### src/rtl/asf_pkg.sv
package asf_pkg;
    typedef enum logic [1:0] {
        OCC_EMPTY   = 2'd0,
        OCC_PARTIAL = 2'd1,
        OCC_FULL    = 2'd2
    } occ_state_e;

    typedef enum logic [2:0] {
        LVL_NONE = 3'd0,
        LVL_Q1   = 3'd1,
        LVL_Q2   = 3'd2,
        LVL_Q3   = 3'd3,
        LVL_HIGH = 3'd4,
        LVL_TOP  = 3'd5
    } lvl_code_e;
endpackage

### src/rtl/asf_store.sv
module asf_store #(
    parameter int WIDTH = 32,
    parameter int DEPTH = 8,
    localparam int PW = (DEPTH > 1) ? $clog2(DEPTH) : 1,
    localparam int CW = $clog2(DEPTH + 1)
) (
    input  logic             clk,
    input  logic             rst_n,
    input  logic             flush,
    input  logic             wr_en,
    input  logic [WIDTH-1:0] wr_data,
    input  logic             rd_en,
    output logic [WIDTH-1:0] rd_data,
    output logic [CW-1:0]    count
);
    logic [WIDTH-1:0] mem [DEPTH];
    logic [PW-1:0]    wr_ptr, rd_ptr;
    logic [CW-1:0]    count_q;

    function automatic logic [PW-1:0] bump(input logic [PW-1:0] p);
        return (p == PW'(DEPTH - 1)) ? '0 : p + PW'(1);
    endfunction

    always_ff @(posedge clk) begin
        if (wr_en) mem[wr_ptr] <= wr_data;
    end

    always_ff @(posedge clk) begin
        if (!rst_n || flush) begin
            wr_ptr  <= '0;
            rd_ptr  <= '0;
            count_q <= '0;
        end else begin
            if (wr_en) wr_ptr <= bump(wr_ptr);
            if (rd_en) rd_ptr <= bump(rd_ptr);
            count_q <= count_q + CW'(wr_en) - CW'(rd_en);
        end
    end

    assign rd_data = mem[rd_ptr];
    assign count   = count_q;
endmodule

### src/rtl/asf_grader.sv
module asf_grader
    import asf_pkg::*;
#(
    parameter int DEPTH = 8,
    localparam int CW = $clog2(DEPTH + 1)
) (
    input  logic [CW-1:0] count,
    input  logic [2:0]    thresh_sel,
    input  logic          dir_rx,
    output logic [2:0]    level_code,
    output logic          svc_req
);
    localparam logic [CW-1:0] QUART1 = CW'(DEPTH / 4);
    localparam logic [CW-1:0] QUART2 = CW'(DEPTH / 2);
    localparam logic [CW-1:0] QUART3 = CW'((3 * DEPTH) / 4);
    localparam logic [CW-1:0] ALL    = CW'(DEPTH);

    lvl_code_e     lvl;
    logic [CW-1:0] thr_cnt;

    always_comb begin
        if (count == '0)          lvl = LVL_NONE;
        else if (count <= QUART1) lvl = LVL_Q1;
        else if (count <= QUART2) lvl = LVL_Q2;
        else if (count <= QUART3) lvl = LVL_Q3;
        else if (count <  ALL)    lvl = LVL_HIGH;
        else                      lvl = LVL_TOP;
    end

    always_comb begin
        unique case (thresh_sel)
            3'd0:    thr_cnt = '0;
            3'd1:    thr_cnt = QUART1;
            3'd2:    thr_cnt = QUART2;
            3'd3:    thr_cnt = QUART3;
            default: thr_cnt = ALL;
        endcase
    end

    always_comb begin
        if (dir_rx) svc_req = (count >= thr_cnt) && (count != '0);
        else        svc_req = (count <= thr_cnt);
    end

    assign level_code = lvl;
endmodule

### src/rtl/audio_sample_fifo.sv
module audio_sample_fifo
    import asf_pkg::*;
#(
    parameter int WIDTH = 32,
    parameter int DEPTH = 8,
    localparam int CW = $clog2(DEPTH + 1)
) (
    input  logic             clk,
    input  logic             rst_n,
    input  logic             dir_rx,
    input  logic [2:0]       thresh_sel,
    input  logic             flush,
    input  logic             push,
    input  logic [WIDTH-1:0] push_data,
    input  logic             pop,
    output logic [WIDTH-1:0] pop_data,
    output logic             full,
    output logic             empty,
    output logic [2:0]       level_code,
    output logic             svc_req,
    output logic             err_flag,
    input  logic             err_clear
);
    occ_state_e    state_q, state_d;
    logic [CW-1:0] cnt;
    logic          wr_acc, rd_acc;
    logic          overrun, underrun;
    logic          err_q;

    // Handshake qualification; flush overrides both sides.
    assign wr_acc   = push && !full  && !flush;
    assign rd_acc   = pop  && !empty && !flush;
    assign overrun  = dir_rx  && push && full  && !flush;
    assign underrun = !dir_rx && pop  && empty && !flush;

    asf_store #(.WIDTH(WIDTH), .DEPTH(DEPTH)) u_store (
        .clk     (clk),
        .rst_n   (rst_n),
        .flush   (flush),
        .wr_en   (wr_acc),
        .wr_data (push_data),
        .rd_en   (rd_acc),
        .rd_data (pop_data),
        .count   (cnt)
    );

    asf_grader #(.DEPTH(DEPTH)) u_grader (
        .count      (cnt),
        .thresh_sel (thresh_sel),
        .dir_rx     (dir_rx),
        .level_code (level_code),
        .svc_req    (svc_req)
    );

    // State register
    always_ff @(posedge clk) begin
        if (!rst_n) state_q <= OCC_EMPTY;
        else        state_q <= state_d;
    end

    // Next-state logic
    always_comb begin
        state_d = state_q;
        if (flush) begin
            state_d = OCC_EMPTY;
        end else begin
            unique case (state_q)
                OCC_EMPTY: begin
                    if (wr_acc) state_d = (DEPTH == 1) ? OCC_FULL : OCC_PARTIAL;
                end
                OCC_PARTIAL: begin
                    if (wr_acc && !rd_acc && cnt == CW'(DEPTH - 1))
                        state_d = OCC_FULL;
                    else if (rd_acc && !wr_acc && cnt == CW'(1))
                        state_d = OCC_EMPTY;
                end
                OCC_FULL: begin
                    if (rd_acc) state_d = (DEPTH == 1) ? OCC_EMPTY : OCC_PARTIAL;
                end
                default: state_d = OCC_EMPTY;
            endcase
        end
    end

    // Outputs from state
    always_comb begin
        empty = 1'b0;
        full  = 1'b0;
        unique case (state_q)
            OCC_EMPTY:   empty = 1'b1;
            OCC_PARTIAL: ;
            OCC_FULL:    full  = 1'b1;
            default:     empty = 1'b1;
        endcase
    end

    // Sticky error: a new error wins over a clear in the same cycle.
    always_ff @(posedge clk) begin
        if (!rst_n)                   err_q <= 1'b0;
        else if (overrun || underrun) err_q <= 1'b1;
        else if (err_clear)           err_q <= 1'b0;
    end

    assign err_flag = err_q;
endmodule

### config.mk
export PLATFORM = sky130hd
export DESIGN_NAME = audio_sample_fifo
export DESIGN_NICKNAME = d
export VERILOG_FILES = /design/src/rtl/asf_pkg.sv /design/src/rtl/asf_store.sv /design/src/rtl/asf_grader.sv /design/src/rtl/audio_sample_fifo.sv
export SDC_FILE = /design/constraint.sdc
export NUM_CORES = 1
export LEC_CHECK = 0
export ABC_CLOCK_PERIOD_IN_PS = 12000
export CORE_MARGIN = 2
export CORE_UTILIZATION = 24
export CTS_CLUSTER_DIAMETER = 80
export DETAILED_ROUTE_END_ITERATION = 10
export DONT_BUFFER_PORTS = 1
export PLACE_DENSITY_LB_ADDON = 0.15
export SLEW_MARGIN = 30
export SYNTH_ARGS = -nofsm -noshare
export SYNTH_HDL_FRONTEND = slang
export SYNTH_SLANG_ARGS = --single-unit
### constraint.sdc
create_clock -name clk -period 12 [get_ports clk]
set_input_delay 1.8 -clock clk [delete_from_list [all_inputs] [get_ports clk]]
set_output_delay 1.8 -clock clk [all_outputs]
set_load 0.1 [all_outputs]
==> results.py, run 1 <==
metrics = {
    "pwr": {
        "p_per_area_nw_per_um2": 164,
        "p_leak_uw": 0.00403,
        "irDropWorstVdd_v": 0.0000787,
    },
    "layout": {
        "layout-drive-gt1-share_pct": 26.5,
        "stdcell_count": 1166,
        "final_nets": 605,
        "diodes": 0,
        "layout_commonest_cell": "edfxtp_1",
        "mostFrequentLayoutCells": "edfxtp_1 (256), mux4_2 (37), clkbuf_16 (35)",
        "syn2layout_area_growth_pct": 17.8,
        "fill_cells": 4410,
        "seq_area_um2": 8020,
        "multi_input_area_um2": 2820,
    },
    "timing": {
        "grt_setup_unrepaired": "no",
        "slew-limit-headroom_pct": 35.7,
        "tns_ns": 0,
        "post-route-period-util_pct": 46.8,
        "skew_ns": 0.0196,
        "period_needed_ns": 5.62,
        "timing_hold_violations_final": 0,
        "max_freq_mhz": 178,
        "setup_violations": 0,
        "report.final.slew_viol_count": 0,
        "hold_slack_ns": 0.509,
        "worstMarginPinSlew_ns": 0.963,
    },
    "placed_design": {
        "dp_hpwl_um": 14600,
        "port_buffers": 0,
        "dp_cells": 1106,
        "gp_congestion": 0.719,
    },
    "setup_path": {
        "crit_path_start_kind": "primary input",
        "endpoint_kind": "primary output",
        "cp_data_required_time_ns": 10.20,
        "path_class": "primary input to primary output",
        "cp.arrival_ns": 3.82,
        "worst-path-max-fanout": 2,
    },
    "global_route": {
        "globalRouteMet2Util_pct": 18.8,
        "antenna_found_initial": 0,
        "use_met1_pct": 12.9,
        "grt_pass1_wl_um": 37300,
        "use_met3_pct": 4.14,
        "top_usage_layer": "met2",
        "grt_max_degree": 39,
        "grt_pass1_vias": 5539,
        "grt.overflow.total": 0,
        "grt.total_usage_pct": 11.0,
    },
    "floorplan": {
        "die_w_um": 218,
        "rows": 78,
        "fp.dieH_um": 218,
        "io_pins": 81,
        "initial_core_util_pct": 24.2,
        "core_um2": 45200,
        "die-area_um2": 47300,
    },
    "clock_network": {
        "clockBufferDepth": 3,
        "ctsResizeCount": 0,
        "numCtsBuffers": 34,
        "ctsHoldBuffers": 0,
        "path_clk_slew_ns": 0.06,
        "clkLatencyLatePin_ns": 0.53,
        "cts_setup_buffers": 0,
        "root_buffer": "clkbuf_16",
        "clock_sinks": 272,
        "h-tree-depth": 2,
        "cts_tree": "done",
    },
    "detailed_routing": {
        "drtIter0Drc": 289,
        "drc": 0,
        "dr.pass1.iters": 4,
        "ant_nets": 0,
        "vias": 4946,
        "vias_per_cell": 4.24,
        "routed_wl_um": 25500,
        "avgRoutedWirePerCell_um": 21.8,
    },
    "logic_synthesis": {
        "synth_top_cell_by_area": "edfxtp_1",
        "synth_area_um2": 10900,
        "yosysSeqAreaShare_pct": 73.2,
        "yosysTopAreaCellShare_pct": 70.2,
        "synth_seq_cells": 272,
        "yosysWarnings": 0,
        "syn_nets": 571,
        "synth_area_leaders": "edfxtp_1 (70%), mux4_2 (7.6%), mux4_1 (6.5%), dfxtp_1 (2.9%), ha_1 (2.3%)",
        "ys.flop_type": "edfxtp_1",
        "syn_inst": 508,
        "ys_async_sr_fraction_pct": 0,
        "syn_avg_cell_area_um2": 21.5,
        "synth_cell_types": 43,
        "synth_edf_count": 256,
    },
    "run_status": {
        "outcome": "finished clean",
    },
    "flow_run": {
        "max-cap-violations": 0,
    },
    "hold_path": {
        "hold_path_class": "flop to flop",
    },
}
==> worst max-delay path, stage by stage <==
cell,delay [ns]
inv_1,0.05
nand2_1,0.05
ha_1,0.28
nor2b_1,0.13
o21a_1,0.16
or3_1,0.32
a32oi_2,1.01
==> through the flow <==
stage               area, um^2  util [%]  setup slack, ns  power, uW
floorplan                10900         -             5.92       1140
global placement         11800      26.1             6.40       1150
detailed placement       11800      26.1             6.36       1150
CTS                      12900      28.5             6.36       2160
global route             12900      28.5             6.31       2200
finish                   12900      28.5             6.38       2120
==> state kept, by name (all words and copies together), names as in the netlist, named ones only <==
register / cells
u_store.wr_ptr: 3
u_store.count: 4
err_flag: 1
state_q: 2
u_store.mem: 256
u_store.rd_ptr: 3
==> cell families after synthesis <==
kind of cell,Yosys count,share of synthesized area [%]
flip-flops,272,73.2
multiplexers,98,18.1
AND/OR/NAND/NOR,59,2.95
buffers and inverters,33,1.79
AO/OA/AOI/OAI,23,1.37
adder cells (fa/ha/maj),21,2.47
XOR/XNOR,2,0.160
==> path summary, 6_finish.rpt <==
path                                   from                           end  slack [ns]  cells after the start
min          u_store.rd_ptr[2]$_SDFFE_PP0P_                          flop        0.51                      2
min reg2reg  u_store.rd_ptr[2]$_SDFFE_PP0P_                          flop        0.51                      2
max reg2reg         state_q[0]$_SDFFE_PP0P_  u_store.mem[5][14]$_DFFE_PP_        8.65                      8
max                           thresh_sel[2]                       svc_req        6.38                      7
==> report_power, final <==
| part | switching (uW) | internal, uW | leakage (uW) |
|---|---|---|---|
| Clock | 383 | 601 | 0.000524 |
| Sequential | 4.26 | 1050 | 0.00244 |
| Combinational | 64.7 | 19.5 | 0.00106 |
==> area by class of cell <==
class,instances,area share (%)
timing repair buffer,18,1.36
tap,600,5.82
sequential,272,62.2
clock buffer,43,7.02
multi-input combinational,203,21.9
clock inverter,17,1.40
inverter,13,0.378
==> per-layer routing <==
metal | vias to the layer above | part of all wire, %
met5 | - | 0
met4 | 0 | 1.7
met3 | 30 | 7.0
met2 | 102 | 50
met1 | 2633 | 41
li1 | 2181 | -
==> cell usage after synthesis (3+ instances only) <==
cell type and n:
o21ai_0 5, mux2_4 15, mux4_1 27, ha_1 20, buf_2 9, mux4_2 37
clkbuf_1 4, nor2b_1 9, buf_6 6, mux2_2 17, nor2_1 13, nand2_1 7
nor3_1 7, edfxtp_1 256, and2_1 3, nor3b_1 3, inv_1 13, a21oi_1 9
nand2b_1 5, dfxtp_1 16
No activity file was read; power rests on OpenSTA's default activity.
==> run 2, diff against run 1 <==
--- a/config.mk
+++ b/config.mk
@@ -5,7 +5,7 @@
 export SDC_FILE = /design/constraint.sdc
 export NUM_CORES = 1
 export LEC_CHECK = 0
-export ABC_CLOCK_PERIOD_IN_PS = 12000
+export ABC_CLOCK_PERIOD_IN_PS = 5100
 export CORE_MARGIN = 2
 export CORE_UTILIZATION = 24
 export CTS_CLUSTER_DIAMETER = 80
==> constraint.sdc (replaced) <==
create_clock -name clk -period 5.1 [get_ports clk]
set_input_delay 0.765 -clock clk [delete_from_list [all_inputs] [get_ports clk]]
set_output_delay 0.765 -clock clk [all_outputs]
set_load 0.1 [all_outputs]
==> run 2 against run 1 <==
Effect of this change: global-route usage shrank 0.74 points; sequential share of layout area grew 0.79 points; routed wire length shrank 5.5%; final area shrank 1.3%; sequential power grew 140%; die area is the same; setup slack lost 4.8 ns; power grew 110%; critical endpoint is now pop_data[11]; highest routed layer unchanged.
==> results.py, run 2 (synthesis gave the netlist of run 1 again) <==
metrics = {
    "placed_design": {
        "dp_hpwl_um": 15000,
        "port_buffers": 0,
        "gp_congestion": 0.706,
    },
    "layout": {
        "top_register": "u_store.mem",
        "diodes": 0,
        "syn2layout_area_growth_pct": 16.4,
        "final_nets": 601,
        "final_core_util_pct": 28.2,
        "layout_commonest_cell": "edfxtp_1",
        "reg_top3": "u_store.mem x256, u_store.count x4",
        "fill_cells": 4410,
        "mostFrequentLayoutCells": "edfxtp_1 (256), mux4_2 (37), clkbuf_16 (29)",
        "layout-drive-gt1-share_pct": 25.9,
        "largest_register_ffs": 256,
    },
    "timing": {
        "post-route-period-util_pct": 69.7,
        "period_needed_ns": 3.56,
        "timing_hold_violations_final": 0,
        "skew_ns": 0.0124,
        "slew-limit-headroom_pct": 35.5,
        "setup_violations": 0,
        "grt_setup_unrepaired": "no",
        "report.final.slew_viol_count": 0,
        "max_freq_mhz": 281,
        "tns_ns": 0,
        "worstMarginPinSlew_ns": 0.967,
    },
    "floorplan": {
        "rows": 78,
        "die_w_um": 218,
        "initial_core_util_pct": 24.2,
        "fp.dieH_um": 218,
        "die-area_um2": 47300,
        "io_pins": 81,
        "core_um2": 45200,
    },
    "global_route": {
        "antenna_found_initial": 0,
        "grt.overflow.total": 0,
        "grt_max_degree": 37,
        "grt.total_usage_pct": 10.3,
        "grt_pass1_vias": 5519,
        "grt_pass1_wl_um": 35500,
    },
    "setup_path": {
        "cp_slowest_cell": "dfxtp_4",
        "reg2reg_slack_ns": 1.87,
        "cp_data_required_time_ns": 4.34,
        "reg2reg_from": "state_q[0]$_SDFFE_PP0P_",
        "worst-path-max-fanout": 36,
        "cp.arrival_ns": 2.79,
        "cp_top_family": "multiplexers",
        "path_class": "flop to primary output",
        "cpPeakStageDelay_ns": 0.72,
        "r2r_cells": 7,
        "reg2reg_to": "u_store.mem[3][24]$_DFFE_PP_",
        "critPathBufInv": 1,
        "crit_path_start_kind": "flop",
        "path_cells": "buf_12 > mux4_1 > mux2_2",
        "endpoint_kind": "primary output",
    },
    "pwr": {
        "irDropWorstVdd_v": 0.000209,
        "sw_frac_of_total_pct": 20.9,
        "p_total_uw": 4550,
        "power_frac_seq_pct": 54.3,
        "p_int_uw": 3600,
        "p_leak_uw": 0.00394,
        "p_per_area_nw_per_um2": 357,
        "pwr-share-comb_pct": 4.4,
        "pwr-share-clk_pct": 41.3,
        "power.switching_uw": 949,
    },
    "clock_network": {
        "clock_sinks": 272,
        "ctsHoldBuffers": 0,
        "cts_tree": "done",
        "h-tree-depth": 1,
        "numCtsBuffers": 29,
        "clockBufferDepth": 3,
        "path_clk_slew_ns": 0.06,
        "root_buffer": "clkbuf_16",
        "ctsResizeCount": 0,
        "cts_setup_buffers": 0,
        "clkLatencyLatePin_ns": 0.54,
    },
    "run_status": {
        "outcome": "finished clean",
    },
    "detailed_routing": {
        "vias_per_cell": 4.24,
        "drtIter0Drc": 227,
        "avgRoutedWirePerCell_um": 20.8,
        "vias": 4904,
        "drc": 0,
        "dr.pass1.iters": 4,
        "routed_wl_um": 24100,
        "ant_nets": 0,
    },
    "flow_run": {
        "max-cap-violations": 0,
    },
    "hold_path": {
        "holdPathStages": 0,
        "hold_path_end": "u_store.mem[2][22]$_DFFE_PP_",
        "min_from": "push_data[22]",
        "hold_path_class": "primary input to flop",
    },
}
run 2: worst max path at each step:
stage | from | to | slack (ns) | cells after the start
after floorplan | state_q[0]$_SDFFE_PP0P_ | u_store.mem[1][0]$_DFFE_PP_ | 0.62 | 7
after global routing | flop | pop_data[11] | 1.35 | 3
after detailed placement | state_q[0]$_SDFFE_PP0P_ | u_store.mem[3][24]$_DFFE_PP_ | 1.81 | 7
final | flop | pop_data[11] | 1.54 | 3
after CTS | flop | pop_data[11] | 1.42 | 3
after global placement | state_q[0]$_SDFFE_PP0P_ | u_store.mem[5][28]$_DFFE_PP_ | 1.47 | 6
run 2: routing by layer:
metal / wire length [um] / up-vias / global-route usage (%) / share of wire [%]
met2: 12700 / 90 / 18.8 / 53
met1: 9450 / 2622 / 11.5 / 39
li1: - / 2164 / - / -
met3: 1560 / 28 / 3.10 / 6.5
met5: 0 / - / 0 / 0
met4: 360 / 0 / 2.67 / 1.5
run 2: per-stage QoR:
| stage | cells | hold slack, ns | worst slack, ns | area [um^2] |
|---|---|---|---|---|
| after floorplan | 508 | 0.455 | 0.617 | 11000 |
| after global placement | 1103 | 0.478 | 1.47 | 11800 |
| after detailed placement | 1107 | 0.478 | 1.81 | 11900 |
| after CTS | 1157 | 0.284 | 1.42 | 12700 |
| after global routing | 1157 | 0.280 | 1.35 | 12700 |
| final | 1157 | 0.324 | 1.54 | 12700 |
run 2: power by group through the flow:
stage | clock [uW] | combinational [uW] | sequential [uW]
after floorplan | 0 | 175 | 2510
after global routing | 2050 | 210 | 2470
final | 1880 | 200 | 2470
after detailed placement | 0 | 203 | 2520
after CTS | 1960 | 203 | 2470
after global placement | 0 | 199 | 2510
run 2: final cells by class:
| type | instances | area [um^2] | area share, % |
|---|---|---|---|
| Multi-Input combinational cell | 203 | 2830 | 22.2 |
| Tap cell | 600 | 751 | 5.90 |
| Timing Repair Buffer | 19 | 248 | 1.95 |
| Clock inverter | 10 | 72.6 | 0.570 |
| Clock buffer | 40 | 767 | 6.02 |
| Inverter | 13 | 48.8 | 0.383 |
| Sequential cell | 272 | 8020 | 62.9 |
==> run 3, diff against run 2 <==
--- a/config.mk
+++ b/config.mk
@@ -5,7 +5,8 @@
 export SDC_FILE = /design/constraint.sdc
 export NUM_CORES = 1
 export LEC_CHECK = 0
-export ABC_CLOCK_PERIOD_IN_PS = 5100
+export ABC_AREA = 1
+export ABC_CLOCK_PERIOD_IN_PS = 3300
 export CORE_MARGIN = 2
 export CORE_UTILIZATION = 24
 export CTS_CLUSTER_DIAMETER = 80
==> constraint.sdc (replaced) <==
create_clock -name clk -period 3.3 [get_ports clk]
set_input_delay 0.495 -clock clk [delete_from_list [all_inputs] [get_ports clk]]
set_output_delay 0.495 -clock clk [all_outputs]
set_load 0.1 [all_outputs]
==> run 3 against run 2 <==
Effect of this change: register-to-register slack worse by 0.89 ns; clock skew is 0.0062 ns higher; power is 61% higher; area after synthesis is 1.8% higher; largest cell class unchanged; worst hold slack worse by 0.29 ns; first-iteration DRC count is 81% higher; combinational power is 110% higher; largest power group unchanged; critical path depth is 5 higher; clock-buffer cell count is 3 higher; synthesized cell count is 86% higher; final area is 5.0% higher.
==> results.py, run 3 <==
metrics = {
    "run_status": {
        "outcome": "finished clean",
    },
    "floorplan": {
        "die_w_um": 219,
        "initial_core_util_pct": 24.4,
        "io_pins": 81,
        "core_um2": 45600,
        "rows": 78,
        "die-area_um2": 48100,
        "fp.dieH_um": 219,
    },
    "setup_path": {
        "cp_data_required_time_ns": 2.80,
        "reg2reg_slack_ns": 0.98,
        "worst-path-stages": 8,
        "cp_top_family": "buffers and inverters",
        "cpPeakStageDelay_ns": 0.57,
        "worst-path-max-fanout": 36,
        "cp-endpoint": "pop_data[25]",
        "path_cells": "buf_4 > nor2_1 > nor2_1 > o21ai_0 > o21ai_1 > nand2_1 > nand2_1 > buf_4",
        "crit_path_start_kind": "flop",
        "path_class": "flop to primary output",
        "endpoint_kind": "primary output",
        "critPathBufInv": 2,
        "r2r_cells": 9,
        "cp_slowest_cell": "dfxtp_4",
        "reg2reg_to": "u_store.count[2]$_SDFF_PP0_",
        "cp.arrival_ns": 2.48,
        "reg2reg_from": "state_q[0]$_SDFFE_PP0P_",
    },
    "timing": {
        "worstMarginPinSlew_ns": 0.971,
        "tns_ns": 0,
        "period_needed_ns": 2.97,
        "slew-limit-headroom_pct": 35.2,
        "setup_violations": 0,
        "report.final.slew_viol_count": 0,
        "max_freq_mhz": 337,
        "timing_hold_violations_final": 0,
        "skew_ns": 0.0186,
        "grt_setup_unrepaired": "no",
        "timing.final.ws_setup_ns": 0.329,
        "post-route-period-util_pct": 90.0,
    },
    "placed_design": {
        "dp_hpwl_um": 15000,
        "place_ws_ns": 0.899,
        "port_buffers": 0,
        "dp_cells": 1549,
        "gp_congestion": 0.689,
    },
    "flow_run": {
        "max-cap-violations": 0,
    },
    "detailed_routing": {
        "vias": 6975,
        "vias_per_cell": 4.28,
        "drtIter0Drc": 410,
        "dr.pass1.iters": 5,
        "drc": 0,
        "routed_wl_um": 28700,
        "ant_nets": 0,
        "avgRoutedWirePerCell_um": 17.6,
    },
    "clock_network": {
        "path_clk_slew_ns": 0.06,
        "clkLatencyLatePin_ns": 0.57,
        "numCtsBuffers": 31,
        "clock_sinks": 272,
        "root_buffer": "clkbuf_16",
        "h-tree-depth": 1,
        "ctsResizeCount": 0,
        "clockBufferDepth": 3,
        "cts_tree": "done",
    },
    "layout": {
        "syn2layout_area_growth_pct": 20.1,
        "top_register": "u_store.mem",
        "final_core_util_pct": 29.3,
        "layout-drive-gt1-share_pct": 10.6,
        "layout_commonest_cell": "edfxtp_1",
        "final_nets": 1070,
        "mostFrequentLayoutCells": "edfxtp_1 (256), nor2_1 (209), o21ai_0 (139)",
        "largest_register_ffs": 256,
        "reg_top3": "u_store.mem x256, u_store.count x4",
        "stdcell_count": 1631,
        "fill_cells": 4654,
    },
    "logic_synthesis": {
        "yosysSeqAreaShare_pct": 71.9,
        "synth.most_common_cell": "edfxtp_1",
        "synthTopCellsByCount": "edfxtp_1 (256), nor2_1 (218), o21ai_0 (139)",
        "yosysTopAreaCellShare_pct": 69.0,
        "synth_edf_count": 256,
        "syn_inst": 943,
        "synth_top_cell_by_area": "edfxtp_1",
        "syn_avg_cell_area_um2": 11.8,
        "synth_seq_cells": 272,
        "synth_cell_types": 30,
        "synth_area_um2": 11100,
        "yosysWarnings": 0,
        "ys.flop_type": "edfxtp_1",
        "syn_nets": 1006,
        "synth_area_leaders": "edfxtp_1 (69%), nor2_1 (7.3%), o21ai_0 (6.2%), nand2_1 (4.1%), dfxtp_1 (2.9%)",
        "ys_async_sr_fraction_pct": 0,
    },
    "global_route": {
        "grt.total_usage_pct": 12.0,
        "grt_max_degree": 67,
        "antenna_found_initial": 1,
        "grt.overflow.total": 0,
        "grt_pass1_wl_um": 43500,
        "grt_pass1_vias": 6994,
    },
    "pwr": {
        "irDropWorstVdd_v": 0.000344,
        "p_total_uw": 7320,
        "p_leak_uw": 0.00461,
        "p_per_area_nw_per_um2": 547,
    },
    "hold_path": {
        "hold_path_class": "primary input to flop",
    },
}
## run 3: changes by cell type after synthesis, sizes merged, moves of 9 or more
cell / previous run / this run
nor2b: 9 / 0
nand3: 1 / 10
mux2: 32 / 0
nor2: 13 / 218
nand2: 7 / 121
mux4: 64 / 0
o21ai: 5 / 197
buf: 16 / 27
inv: 13 / 32
clkbuf: 4 / 22
## run 3: kinds of logic (layout without fill, tap and decap cells)
family,count (synthesis),after routing,share of synthesized area [%]
other cells,0,1,0
simple gates,356,356,12.3
compound gates,212,212,9.66
flops,272,272,71.9
xor+xnor,1,1,0.0787
buf+inv,81,168,3.62
fa+ha+maj,21,21,2.43
## run 3: power breakdown
group / switching [uW] / leakage (uW) / internal, uW
clock network: 1350 / 0.000432 / 1730
registers: 15.5 / 0.00244 / 3810
logic: 322 / 0.00174 / 98.4
## run 3: cell type report
cell class / instances / area (um^2) / share of cell area [%]
inverter: 32 / 123 / 0.917
clock buffer: 43 / 821 / 6.14
multi-input combinational: 590 / 2800 / 21.0
antenna: 1 / 2.50 / 0.0187
clock inverter: 13 / 67.6 / 0.505
timing repair buffer: 80 / 788 / 5.90
tap: 600 / 751 / 5.61
sequential: 272 / 8020 / 60.0
## run 3: repair_timing
item / in CTS / in global routing
setup buffers: 0 / 0
endpoints found under the hold margin: 125 / 9
hold buffers: 17 / 8
## run 3: worst min path at each step
stage	startpoint	end	slack, ns	cells past startpoint
detailed placement	u_store.rd_ptr[1]$_SDFFE_PP0P_	flop	0.49	2
global placement	u_store.rd_ptr[2]$_SDFFE_PP0P_	flop	0.50	2
floorplan	u_store.rd_ptr[1]$_SDFFE_PP0P_	flop	0.46	2
finish	push_data[0]	u_store.mem[3][0]$_DFFE_PP_	0.03	0
global route	push_data[5]	u_store.mem[0][5]$_DFFE_PP_	0.0004	0
CTS	push_data[4]	u_store.mem[0][4]$_DFFE_PP_	0.002	0
## run 3: worst reg2reg max path: stages (launching register included)
cell     delay [ns]
dfxtp_1        0.38
inv_1          0.08
ha_1           0.31
nand3_1        0.22
ha_1           0.37
inv_1          0.04
ha_1           0.20
fa_1           0.38
xnor2_1        0.17
nor2_1         0.05
## run 3: routing by layer
metal | vias to the layer above | wire [um] | global-route usage [%]
li1 | 3423 | - | -
met1 | 3415 | 13600 | 16.3
met2 | 104 | 13500 | 19.7
met3 | 33 | 1190 | 2.44
met4 | 0 | 469 | 2.43
met5 | - | 0 | 0
## run 3: stage by stage
stage | hold WS (ns) | area [um^2]
after floorplan | 0.463 | 11100
final | 0.0329 | 13400
after CTS | 0.00210 | 13300
after detailed placement | 0.494 | 12200
after global routing | 0.000419 | 13400
after global placement | 0.499 | 12200
